`src/rtl/wb_block_master.sv`:
```
module wb_block_master #(
  parameter int AW = 32,
  parameter int DW = 32,
  parameter int LW = 8
) (
  input  logic            clk,
  input  logic            rst_n,
  input  logic            cmd_valid,
  output logic            cmd_ready,
  input  logic [AW-1:0]   cmd_addr,
  input  logic [LW-1:0]   cmd_len,
  input  logic            cmd_write,
  input  logic [DW/8-1:0] cmd_sel,
  input  logic            cmd_pipe,
  input  logic [DW-1:0]   wr_data,
  output logic            wr_take,
  output logic [DW-1:0]   rd_data,
  output logic            rd_valid,
  output logic            wb_cyc,
  output logic            wb_stb,
  output logic            wb_we,
  output logic [AW-1:0]   wb_adr,
  output logic [DW/8-1:0] wb_sel,
  output logic [DW-1:0]   wb_dat_o,
  input  logic            wb_ack,
  input  logic            wb_stall,
  input  logic [DW-1:0]   wb_dat_i
);
  localparam logic [AW-1:0] STEP = AW'(DW/8);

  typedef enum logic [1:0] {S_IDLE, S_PHASE, S_GAP, S_DRAIN} state_t;
  state_t state;

  logic          pipe_r;
  logic [LW-1:0] iss_left, ack_left, out_cnt, len_r;
  logic          start, accept, ack_in, last_iss, last_ack;

  assign cmd_ready = (state == S_IDLE);
  assign start     = cmd_valid && cmd_ready && (cmd_len != '0);
  assign accept    = (state == S_PHASE) && pipe_r && !wb_stall;
  assign ack_in    = wb_cyc && wb_ack && (pipe_r ? (out_cnt != '0) : wb_stb);
  assign last_iss  = (iss_left == LW'(1));
  assign last_ack  = (ack_left == LW'(1));
  assign wr_take   = (start && cmd_write)
                   || (wb_we && accept && !last_iss)
                   || (wb_we && state == S_GAP);

  always_ff @(posedge clk) begin
    if (!rst_n) begin
      state    <= S_IDLE;
      wb_cyc   <= 1'b0;
      wb_stb   <= 1'b0;
      wb_we    <= 1'b0;
      wb_adr   <= '0;
      wb_sel   <= '0;
      wb_dat_o <= '0;
      pipe_r   <= 1'b0;
      iss_left <= '0;
      ack_left <= '0;
      out_cnt  <= '0;
      len_r    <= '0;
      rd_valid <= 1'b0;
      rd_data  <= '0;
    end else begin
      rd_valid <= ack_in && !wb_we;
      if (ack_in && !wb_we) rd_data <= wb_dat_i;
      case (state)
        S_IDLE: if (start) begin
          wb_cyc   <= 1'b1;
          wb_stb   <= 1'b1;
          wb_we    <= cmd_write;
          wb_adr   <= cmd_addr;
          wb_sel   <= cmd_sel;
          if (cmd_write) wb_dat_o <= wr_data;
          pipe_r   <= cmd_pipe;
          iss_left <= cmd_len;
          ack_left <= cmd_len;
          len_r    <= cmd_len;
          out_cnt  <= '0;
          state    <= S_PHASE;
        end
        S_PHASE: if (pipe_r) begin
          out_cnt <= out_cnt + LW'(accept) - LW'(ack_in);
          if (ack_in) ack_left <= ack_left - LW'(1);
          if (accept) begin
            iss_left <= iss_left - LW'(1);
            if (last_iss) begin
              wb_stb <= 1'b0;
              state  <= S_DRAIN;
            end else begin
              wb_adr <= wb_adr + STEP;
              if (wb_we) wb_dat_o <= wr_data;
            end
          end
        end else if (ack_in) begin
          ack_left <= ack_left - LW'(1);
          iss_left <= iss_left - LW'(1);
          wb_stb   <= 1'b0;
          if (last_ack) begin
            wb_cyc <= 1'b0;
            state  <= S_IDLE;
          end else begin
            wb_adr <= wb_adr + STEP;
            state  <= S_GAP;
          end
        end
        S_GAP: begin
          wb_stb <= 1'b1;
          if (wb_we) wb_dat_o <= wr_data;
          state  <= S_PHASE;
        end
        S_DRAIN: if (ack_in) begin
          out_cnt  <= out_cnt - LW'(1);
          ack_left <= ack_left - LW'(1);
          if (last_ack) begin
            wb_cyc <= 1'b0;
            state  <= S_IDLE;
          end
        end
        default: state <= S_IDLE;
      endcase
    end
  end

  AST_ZERO_LEN_IGNORED: assert property (@(posedge clk) disable iff (!rst_n)
    cmd_valid && cmd_ready && cmd_len == '0 |=> !wb_cyc);
  AST_STB_INSIDE_CYC: assert property (@(posedge clk) disable iff (!rst_n)
    wb_stb |-> wb_cyc);
  AST_CYC_ENDS_AFTER_ACK: assert property (@(posedge clk) disable iff (!rst_n)
    $fell(wb_cyc) |-> $past(wb_ack));
  AST_READ_PULSE_FROM_ACK: assert property (@(posedge clk) disable iff (!rst_n)
    rd_valid |-> $past(wb_ack && wb_cyc && !wb_we));
  AST_SINGLE_WAIT_STATE: assert property (@(posedge clk) disable iff (!rst_n)
    !pipe_r && wb_cyc && $fell(wb_stb) |=> wb_stb);
  AST_STALL_HOLDS_REQ: assert property (@(posedge clk) disable iff (!rst_n)
    pipe_r && wb_stb && wb_stall |=> wb_stb && $stable(wb_adr) && $stable(wb_sel) && $stable(wb_dat_o));
  AST_OUTSTANDING_BOUND: assert property (@(posedge clk) disable iff (!rst_n)
    out_cnt <= len_r);
  AST_ADDR_STEP: assert property (@(posedge clk) disable iff (!rst_n)
    pipe_r && wb_stb && !wb_stall && iss_left > LW'(1) |=> wb_adr == $past(wb_adr) + STEP);
endmodule

```
`config.mk`:
```
export PLATFORM = sky130hd
export DESIGN_NAME = wb_block_master
export DESIGN_NICKNAME = d
export VERILOG_FILES = /design/src/rtl/wb_block_master.sv
export SDC_FILE = /design/constraint.sdc
export NUM_CORES = 1
export LEC_CHECK = 0
export BUFFER_PORTS_ARGS = -buffer_cell sky130_fd_sc_hd__buf_2
export CAP_MARGIN = 15
export CORE_UTILIZATION = 40
export CTS_CLUSTER_DIAMETER = 200
export DETAILED_ROUTE_END_ITERATION = 7
export GPL_TIMING_DRIVEN = 0
export PLACE_DENSITY = 0.68
export SLEW_MARGIN = 25
export SYNTH_ARGS = -nofsm -noshare
export SYNTH_HDL_FRONTEND = slang
export SYNTH_SLANG_ARGS = --single-unit
```
`constraint.sdc`:
```
create_clock -name clk -period 2.6 [get_ports clk]
set_input_delay 0.26 -clock clk [delete_from_list [all_inputs] [get_ports clk]]
set_output_delay 0.26 -clock clk [all_outputs]
set_load 0.1 [all_outputs]
```
=== Yosys cells after proc, flatten, opt, wreduce, memory -nomap -nowiden ===
Index checks and enable logic that the tools add are counted.

* Flip-flop bits (word level): 131
* Bits of input ports: 115
* Logic and storage cells: 116
* Output and inout port bits: 106

* $add $sub $neg: 6
* Equal/unequal tests: 19
* Reduce and logical (&&, ||, !) cells: 33
* Mux-type cells: 45

{| class="wikitable"
|+ Operators with widths
! cell !! count
|-
| 32-bit 2-to-1 mux || 12
|-
| 32-bit one-hot mux with 3 select lines || 1
|-
| 8-bit 2-to-1 mux || 8
|-
| 32-bit one-hot mux with 2 select lines || 1
|-
| 32-bit by 3-bit adder with 32-bit output (second input constant) || 1
|-
| 8-bit one-hot mux with 2 select lines || 2
|-
| 8-bit one-hot mux with 3 select lines || 1
|-
| 8-bit by 1-bit subtractor with 8-bit output (second input constant) || 3
|-
| 6-bit AND reduction || 3
|-
| 8-bit by 1-bit == test with 1-bit output (second input constant) || 2
|-
| 2-bit 2-to-1 mux || 8
|-
| 8-bit nonzero test || 2
|-
| 3-bit inequality test (second input constant) || 5
|-
| 2-bit inequality test (second input constant) || 6
|-
| 1-bit logical AND || 11
|-
| 1-bit 2-to-1 mux || 9
|-
| 8-bit by 1-bit adder with 8-bit output || 1
|-
| 2-bit one-hot mux with 4 select lines || 1
|-
| 4-bit AND reduction || 2
|-
| 8-bit by 1-bit subtractor with 8-bit output || 1
|-
| 2-bit by 1-bit inequality test with 1-bit output (second input constant) || 3
|-
| 1-bit one-hot mux with 3 select lines || 2
|-
| 3-bit AND reduction || 2
|-
| 3-bit nonzero test || 2
|-
| other kinds (9) || 14
|}

=== Longest topological paths before layout ===
Gate-level depths: netlist of run 1.

* Word-level depth: 7
* Mapped depth: 15
* Mapped depth without buffers: 15

=== Worst setup path after synthesis of run 1 ===
OpenSTA, ideal clock, no wires.

* Kind: register to register
* From: reg wb_stb
* To: reg out_cnt[6]
* Slack: -0.539 ns
* Path buffers: 0
* Arrival time: 3.010 ns
* Cell stages (with the launch flop): 14
* Period minus slack after synthesis: 3.139 ns
* Data required time: 2.470 ns
* Library setup time: 0.130 ns
* Cells stage by stage: dfxtp_1 nor2_1 a211o_1 inv_1 ha_1 inv_1 ha_1 fa_1 nand2b_1 a21oi_1 o31ai_1 mux2i_1 a311oi_1 o32ai_1

* Longest elaborated chain between the ends: 5
* Elaborated cells between the ends (all ways): 7
* Classes of those cells: add/sub: 1; eq/ne: 1; mux: 3; reduce/logical: 2

{| class="wikitable"
|+ RTL lines
! element !! RTL line !! source
|-
| start: declaration || 20 || <nowiki>output logic wb_stb,</nowiki>
|-
| start signal: assignment || 52 || <nowiki>wb_stb <= 1'b0;</nowiki>
|-
| start signal: assignment || 70 || <nowiki>wb_stb <= 1'b1;</nowiki>
|-
| start signal: assignment || 88 || <nowiki>wb_stb <= 1'b0;</nowiki>
|-
| 1-bit 2-to-1 mux (*) || 41 || <nowiki>assign ack_in = wb_cyc && wb_ack && (pipe_r ? (out_cnt != '0) : wb_stb);</nowiki>
|-
| 1-bit logical AND (*) || 41 ||
|-
| 8-bit by 1-bit subtractor with 8-bit output || 83 || <nowiki>out_cnt <= out_cnt + LW'(accept) - LW'(ack_in);</nowiki>
|-
| 8-bit 2-to-1 mux || 82 || <nowiki>S_PHASE: if (pipe_r) begin</nowiki>
|-
| 8-bit one-hot mux with 3 select lines || 67 || <nowiki>case (state)</nowiki>
|-
| end signal: assignment || 83 ||
|-
| end signal: assignment || 113 || <nowiki>out_cnt <= out_cnt - LW'(1);</nowiki>
|-
| end: declaration || 35 || <nowiki>logic [LW-1:0] iss_left, ack_left, out_cnt, len_r;</nowiki>
|}

Every way passes the cells marked *; elsewhere a longest branch is shown, timed or not. The select of a mux whose other input is x is not followed.
A chain may end at the register's enable or synchronous reset.

=== Worst setup path after layout of run 1 ===
* From: reg out_cnt[1]
* To: reg out_cnt[6]

* Longest elaborated chain between the ends: 6
* Elaborated cells between the ends (all ways): 11
* Classes of those cells: add/sub: 3; eq/ne: 1; mux: 4; reduce/logical: 3

{| class="wikitable"
|+ RTL lines
! element
|-
| branches (longest 6 deep; another with 8-bit by 1-bit adder with 8-bit output)
|}

Parallel ways; which one is timed is not known. The select of a mux whose other input is x is not followed.

==> run metrics, run 1 <==
first-pass GRT wire length between 30000 and 40000 um; Synth Area per Inst between 7 and 8 um2; Distinct cells, synth 67; Setup-failing EPs final 2; total die area between 0.015 and 0.02 mm2; crit path max fanout 2; Final ANT Viol Nets 0; Tightest Pin Transition approximately 0.82 ns; Clock transition at path regs about 0.060 ns; drt pass-1 iters 6; Tmin final roughly 2.8 ns; Warnings, synthesis 0; Cell Area, Placed 0.00833 mm2; maximum clock rate 352 MHz; multi-input combinational cell area 0.00395 mm2; WHS about 0.073 ns; GRT Resource Usage Total 26.1%; number of flops mapped to enable cells by yosys 0; IR drop worst, VDD 959 uV; outcome complete, but fails checks; power per cell area ~1600 mW/mm2; vias per cell between 5 and 6; post-route cell area 0.00916 mm2; fill count between 1500 and 2000; Yosys reg bits around 130; overall via count from detail_route 7593; CP Capture Type flop; final hold vios 0; maximum clock path buffer count 2; Final period util 109%; Syn Nets slightly above 1000; initial antenna violation count 0; CTS buffer count 17; detailed-route wire length per cell roughly 17 um; Pleak roughly 3.9 nW; clk_skew 0.0109 ns; Synth async-reset ratio 0%; top_reg_cell synth dfxtp_1; sequential share of the synthesized area between 30% and 40%; dpl ws -0.443 ns; Reg area between 0.002 and 0.003 mm2; die width 133 um; CTS root buf clkbuf_16; Nets approximately 1300; I/O Buffers ~220; Initial Util 41.2%; drt drc 0; area of the mapped netlist between 0.006 and 0.007 mm2; H-tree Lvls 4; CP Class flop to flop; Core ar. between 0.015 and 0.02 mm2; clock tree from TritonCTS yes; max cap viols 0; IO Pins between 200 and 250; Cell Rows 47; HPWL Detailed about 17000 um; DRT iter0 DRCs approximately 420; Finished Core Util 54.8%; CP startpoint kind flop; Worst-Skew Late Latency approximately 0.42 ns; post-route setup slack -0.244 ns; final wirelength about 23000 um; ANT cells 0; Num Clock Sinks between 100 and 150; vias in the first global route ~7000; largest net degree at the start of global routing 17; worst hold path type input port to flop; area delta synth->final 33.2%; max_slew headroom 45.3%; Final TNS setup -0.307 ns; Worst Path Arrival 3.12 ns; cells after synthesis slightly below 900; violated checks setup timing; Pins Over Slew Limit 0; fraction of layout cells with a size suffix above 1 between 30% and 40%; GPL Wtd Cong roughly 0.9; die height approximately 130 um; remaining global-route overflow 0; Worst Path Required 2.88 ns; RSZ-0062 raised after global routing true
routing by layer:
layer | part of all wire (%) | GRT usage, % | wire length [um] | up-vias
li1 | - | - | - | 3692
met1 | 44 | 33.9 | 10300 | 3495
met2 | 46 | 43.1 | 10700 | 366
met3 | 8.0 | 5.18 | 1880 | 40
met4 | 2.3 | 9.28 | 533 | 0
met5 | 0 | 0 | 0 | -
critical path, stage by stage (launching register included):
cell	delay, ns
dfxtp_2	0.35
inv_4	0.05
ha_4	0.14
and4_1	0.20
a211o_1	0.32
inv_2	0.10
ha_4	0.14
inv_4	0.03
ha_4	0.15
fa_2	0.34
nand2b_1	0.10
a21oi_2	0.07
o31ai_2	0.25
mux2i_1	0.12
a311oi_1	0.23
o32ai_1	0.11
placed cells by master (no fill, tap or decap), drive strengths merged, types with 4 or more instances in the layout:
master and instances:
mux2i 4, o32ai 13, o31a 4, or3 7
nand4 5, nor3 15, a21oi 108, and3 6
or4 5, o31ai 9, dfxtp 131, o211ai 6
and4 10, nor4 6, nand2b 8, o22ai 11
o221a 4, xnor2 4, nand3 52, and2 4
clkbuf 70, a21o 5, a211oi 10, inv 27
ha 28, nor2 42, buf 251, o21ai 61
nand2 192
final cells by class:
type | count | area share, %
Buffer | 61 | 3.29
Clock buffer | 25 | 5.63
Clock inverter | 7 | 1.30
Inverter | 28 | 1.28
Multi-Input combinational cell | 669 | 43.2
Sequential cell | 131 | 29.0
Tap cell | 220 | 3.01
Timing Repair Buffer | 235 | 13.4
report_power, final:
part           total (mW)  switching (mW)  internal [mW]  leakage (nW)
logic                8.60            6.34           2.26          2.51
registers            3.19           0.558           2.64          1.08
clock network        2.56           0.901           1.66         0.306
total                14.4            7.80           6.56          3.89
sequential cells by signal, summed over array words and instances (netlist names), 2 cells and up:
register and flops:
wb_sel 4, state 2, iss_left 8, out_cnt 8, ack_left 8, wb_adr 32
wb_dat_o 32, rd_data 32
synthesized netlist by cell type (4+ instances only):
cell,count,area share [%]
clkbuf_1,43,2.3
buf_6,6,0.98
or3_1,7,0.64
o32ai_1,13,1.7
o21ai_1,4,0.29
buf_4,4,0.44
o22ai_1,11,1.0
a21oi_1,102,7.4
a21oi_2,6,0.76
o21ai_0,51,3.7
nor3_1,15,1.1
inv_1,27,1.5
buf_2,5,0.36
xnor2_1,4,0.51
nand3_1,52,3.8
o221a_2,4,0.66
o31a_1,4,0.51
ha_1,28,5.1
nand2_1,192,10
a21o_1,4,0.44
nand2b_1,8,0.73
o31ai_1,9,0.98
nor4_1,6,0.55
a211oi_1,10,1.1
mux2i_1,4,0.58
and3_1,6,0.55
nand4_1,5,0.46
o21ai_2,6,0.76
o211ai_1,6,0.66
and4_1,10,1.3
nor2_1,42,2.3
dfxtp_1,131,38
cell families (layout without fill, tap and decap cells):
family | count (synthesis) | in the layout | synth area share [%]
and+or+nand+nor | 366 | 366 | 24.6
buffers and inverters | 91 | 356 | 5.99
muxes | 5 | 5 | 0.746
AOI/OAI and AO/OA | 263 | 263 | 24.4
adders and majority gates | 29 | 29 | 5.39
xor gates and xnor gates | 6 | 6 | 0.764
DFF | 131 | 131 | 38.2
per-stage QoR:
step / power, mW / instances
floorplan: 9.77 / 891
global placement: 11.4 / 1330
detailed placement: 11.5 / 1330
CTS: 14.2 / 1375
global route: 15.1 / 1376
finish: 14.4 / 1376
worst paths after layout:
path	cells past startpoint	endpoint	slack, ns	startpoint
setup / recovery	15	out_cnt[6]	-0.24	out_cnt[1]
hold / removal	3	wb_dat_o[26]	0.07	wr_data[26]
setup reg to reg	15	out_cnt[6]	-0.24	out_cnt[1]
hold reg to reg	2	rd_data[6]	0.45	rd_data[6]
timing repair:
action / in CTS / in global routing
setup endpoints to repair: 6 / 20
buffers inserted: 14 / 2
resized for setup: 12 / 9
pin swaps: 11 / 7
hold buffers: 0 / 0
hold endpoints to repair: 0 / 0
(Power assumes the default switching activity.)
==> run 2, diff against run 1 <==
--- a/config.mk
+++ b/config.mk
@@ -5,13 +5,12 @@
 export SDC_FILE = /design/constraint.sdc
 export NUM_CORES = 1
 export LEC_CHECK = 0
-export BUFFER_PORTS_ARGS = -buffer_cell sky130_fd_sc_hd__buf_2
 export CAP_MARGIN = 15
 export CORE_UTILIZATION = 40
 export CTS_CLUSTER_DIAMETER = 200
 export DETAILED_ROUTE_END_ITERATION = 7
+export DONT_BUFFER_PORTS = 1
 export GPL_TIMING_DRIVEN = 0
-export PLACE_DENSITY = 0.68
 export SLEW_MARGIN = 25
 export SYNTH_ARGS = -nofsm -noshare
 export SYNTH_HDL_FRONTEND = slang
==> run 2 against run 1 <==
Against the previous run: the flow still finishes with violations (setup timing); cell count shrank 11%; sequential cell count is the same; clock power is essentially flat; non-clock buffer count shrank 147; setup slack gained 0.020 ns; sequential power grew 98%; critical path depth is the same; hold slack lost 0.058 ns; highest routed layer unchanged; first-iteration DRC count shrank 12%; critical endpoint unchanged; clock skew shrank 0.0042 ns; total power shrank 0.34%.
==> run metrics, run 2 (synthesis results as in run 1) <==
crit path max fanout 2; drt drc 0; met3 routed WL between 2000 and 3000 um; maximum clock rate ~350 MHz; Num Clock Sinks roughly 130; IR drop worst, VDD 811 uV; detailed-route wire length per cell just under 20 um; fraction of layout cells with a size suffix above 1 approximately 16%; M1 WL between 9000 and 10000 um; DRT iter0 DRCs 366; initial antenna violation count 0; RSZ-0062 raised after global routing true; R2R Setup Slk -0.22 ns; WL met2 around 11000 um; CTS root buf clkbuf_16; post-route cell area slightly below 0.009 mm2; IO Pins around 220; GPL Wtd Cong around 0.85; die width 133 um; remaining global-route overflow 0; Core ar. 0.0167 mm2; Cell Rows 47; Worst Path Required ~2.9 ns; Worst Path Arrival ~3.1 ns; Clock transition at path regs approximately 0.06 ns; CP Capture Type flop; Tmin final approximately 2.8 ns; Worst-Skew Late Latency between 0.4 and 0.5 ns; Largest regs rd_data (32), wb_adr (32), wb_dat_o (32); vias in the first global route between 6000 and 7000; final hold vios 0; clock tree from TritonCTS yes; largest net degree at the start of global routing 17; dpl ws -0.478 ns; total power around 14 mW; area delta synth->final 29.1%; Final ANT Viol Nets 0; violated checks setup timing; Final period util 109%; outcome complete, but fails checks; Final TNS setup -0.382 ns; drt pass-1 iters 5; Top Metal Used met4; Tightest Pin Transition 1.10 ns; CP Class flop to flop; first-pass GRT wire length roughly 37000 um; CP startpoint kind flop; final wirelength 24100 um; die height 133 um; Nets ~1100; Cell Area, Placed approximately 0.0072 mm2; max_slew headroom about a quarter; GRT Resource Usage Total 27.2%; max cap viols 0; WHS ~0.016 ns; Pleak roughly 3.2 nW; worst hold path type input port to flop; Pins Over Slew Limit 0; overall via count from detail_route roughly 7100; most frequent cells in the layout 191 x nand2_1, 96 x a21oi_1, 93 x dfxtp_1; I/O Buffers 0; Setup-failing EPs final 3; Initial Util 41.2%; total die area 0.0177 mm2; clk_skew around 0.0067 ns; CTS buffer count 17; H-tree Lvls 4; ANT cells 0; maximum clock path buffer count 2; power per cell area between 1500 and 2000 mW/mm2; post-route setup slack -0.224 ns; vias per cell 5.78; most common cell after layout, fill and taps aside nand2_1; HPWL Detailed around 16000 um
==> run 2: final cells by class <==
cell class                      instances  area (um2)
Timing Repair Buffer                   87         823
Tap cell                              220         275
Clock buffer                           22         475
Fill cell                            1573        7830
Multi-Input combinational cell        669        4020
Buffer                                 62         305
Inverter                               28         123
Clock inverter                          9         151
Sequential cell                       131        2700
==> run 2: critical path, cell delays in order, from the launching register on <==
cell,delay [ns]
dfxtp_4,0.36
inv_4,0.04
ha_4,0.14
and4_4,0.18
a211o_1,0.32
inv_2,0.10
ha_4,0.13
inv_2,0.03
ha_4,0.15
fa_2,0.35
nand2b_1,0.10
a21oi_2,0.08
o31ai_2,0.27
mux2i_1,0.12
a311oi_1,0.21
o32ai_1,0.10
==> run 2: metrics by stage <==
stage               utilization (%)  instances
floorplan                         -        891
global placement               43.3       1111
detailed placement             43.3       1111
CTS                            52.4       1225
global route                   53.1       1228
finish                         53.1       1228
==> run 2: path summary, 6_finish.rpt <==
kind,depth (start not counted),to,start
hold reg to reg,2,ack_left[7],ack_left[7]
setup reg to reg,15,out_cnt[6],out_cnt[0]
setup / recovery,15,out_cnt[6],out_cnt[0]
hold / removal,2,wb_dat_o[19],wr_data[19]
==> run 2: power by group <==
| part | switching, mW | total, mW | internal (mW) |
|---|---|---|---|
| logic | 3.27 | 5.40 | 2.13 |
| clock network | 0.895 | 2.57 | 1.68 |
| registers | 3.66 | 6.33 | 2.67 |
==> run 2: layer usage <==
layer | GRT usage [%] | vias to the layer above
met3 | 9.28 | 55
met5 | 0 | -
met1 | 32.6 | 3325
met4 | 10.2 | 0
met2 | 44.8 | 338
li1 | - | 3384
==> run 2: what timing repair did <==
action,in CTS,in global routing
cloned,0,0
setup endpoints to repair,32,22
hold buffers,67,1
pin swaps,15,14
gates resized for setup,33,26
endpoints found under the hold margin,67,1
setup buffers,17,3
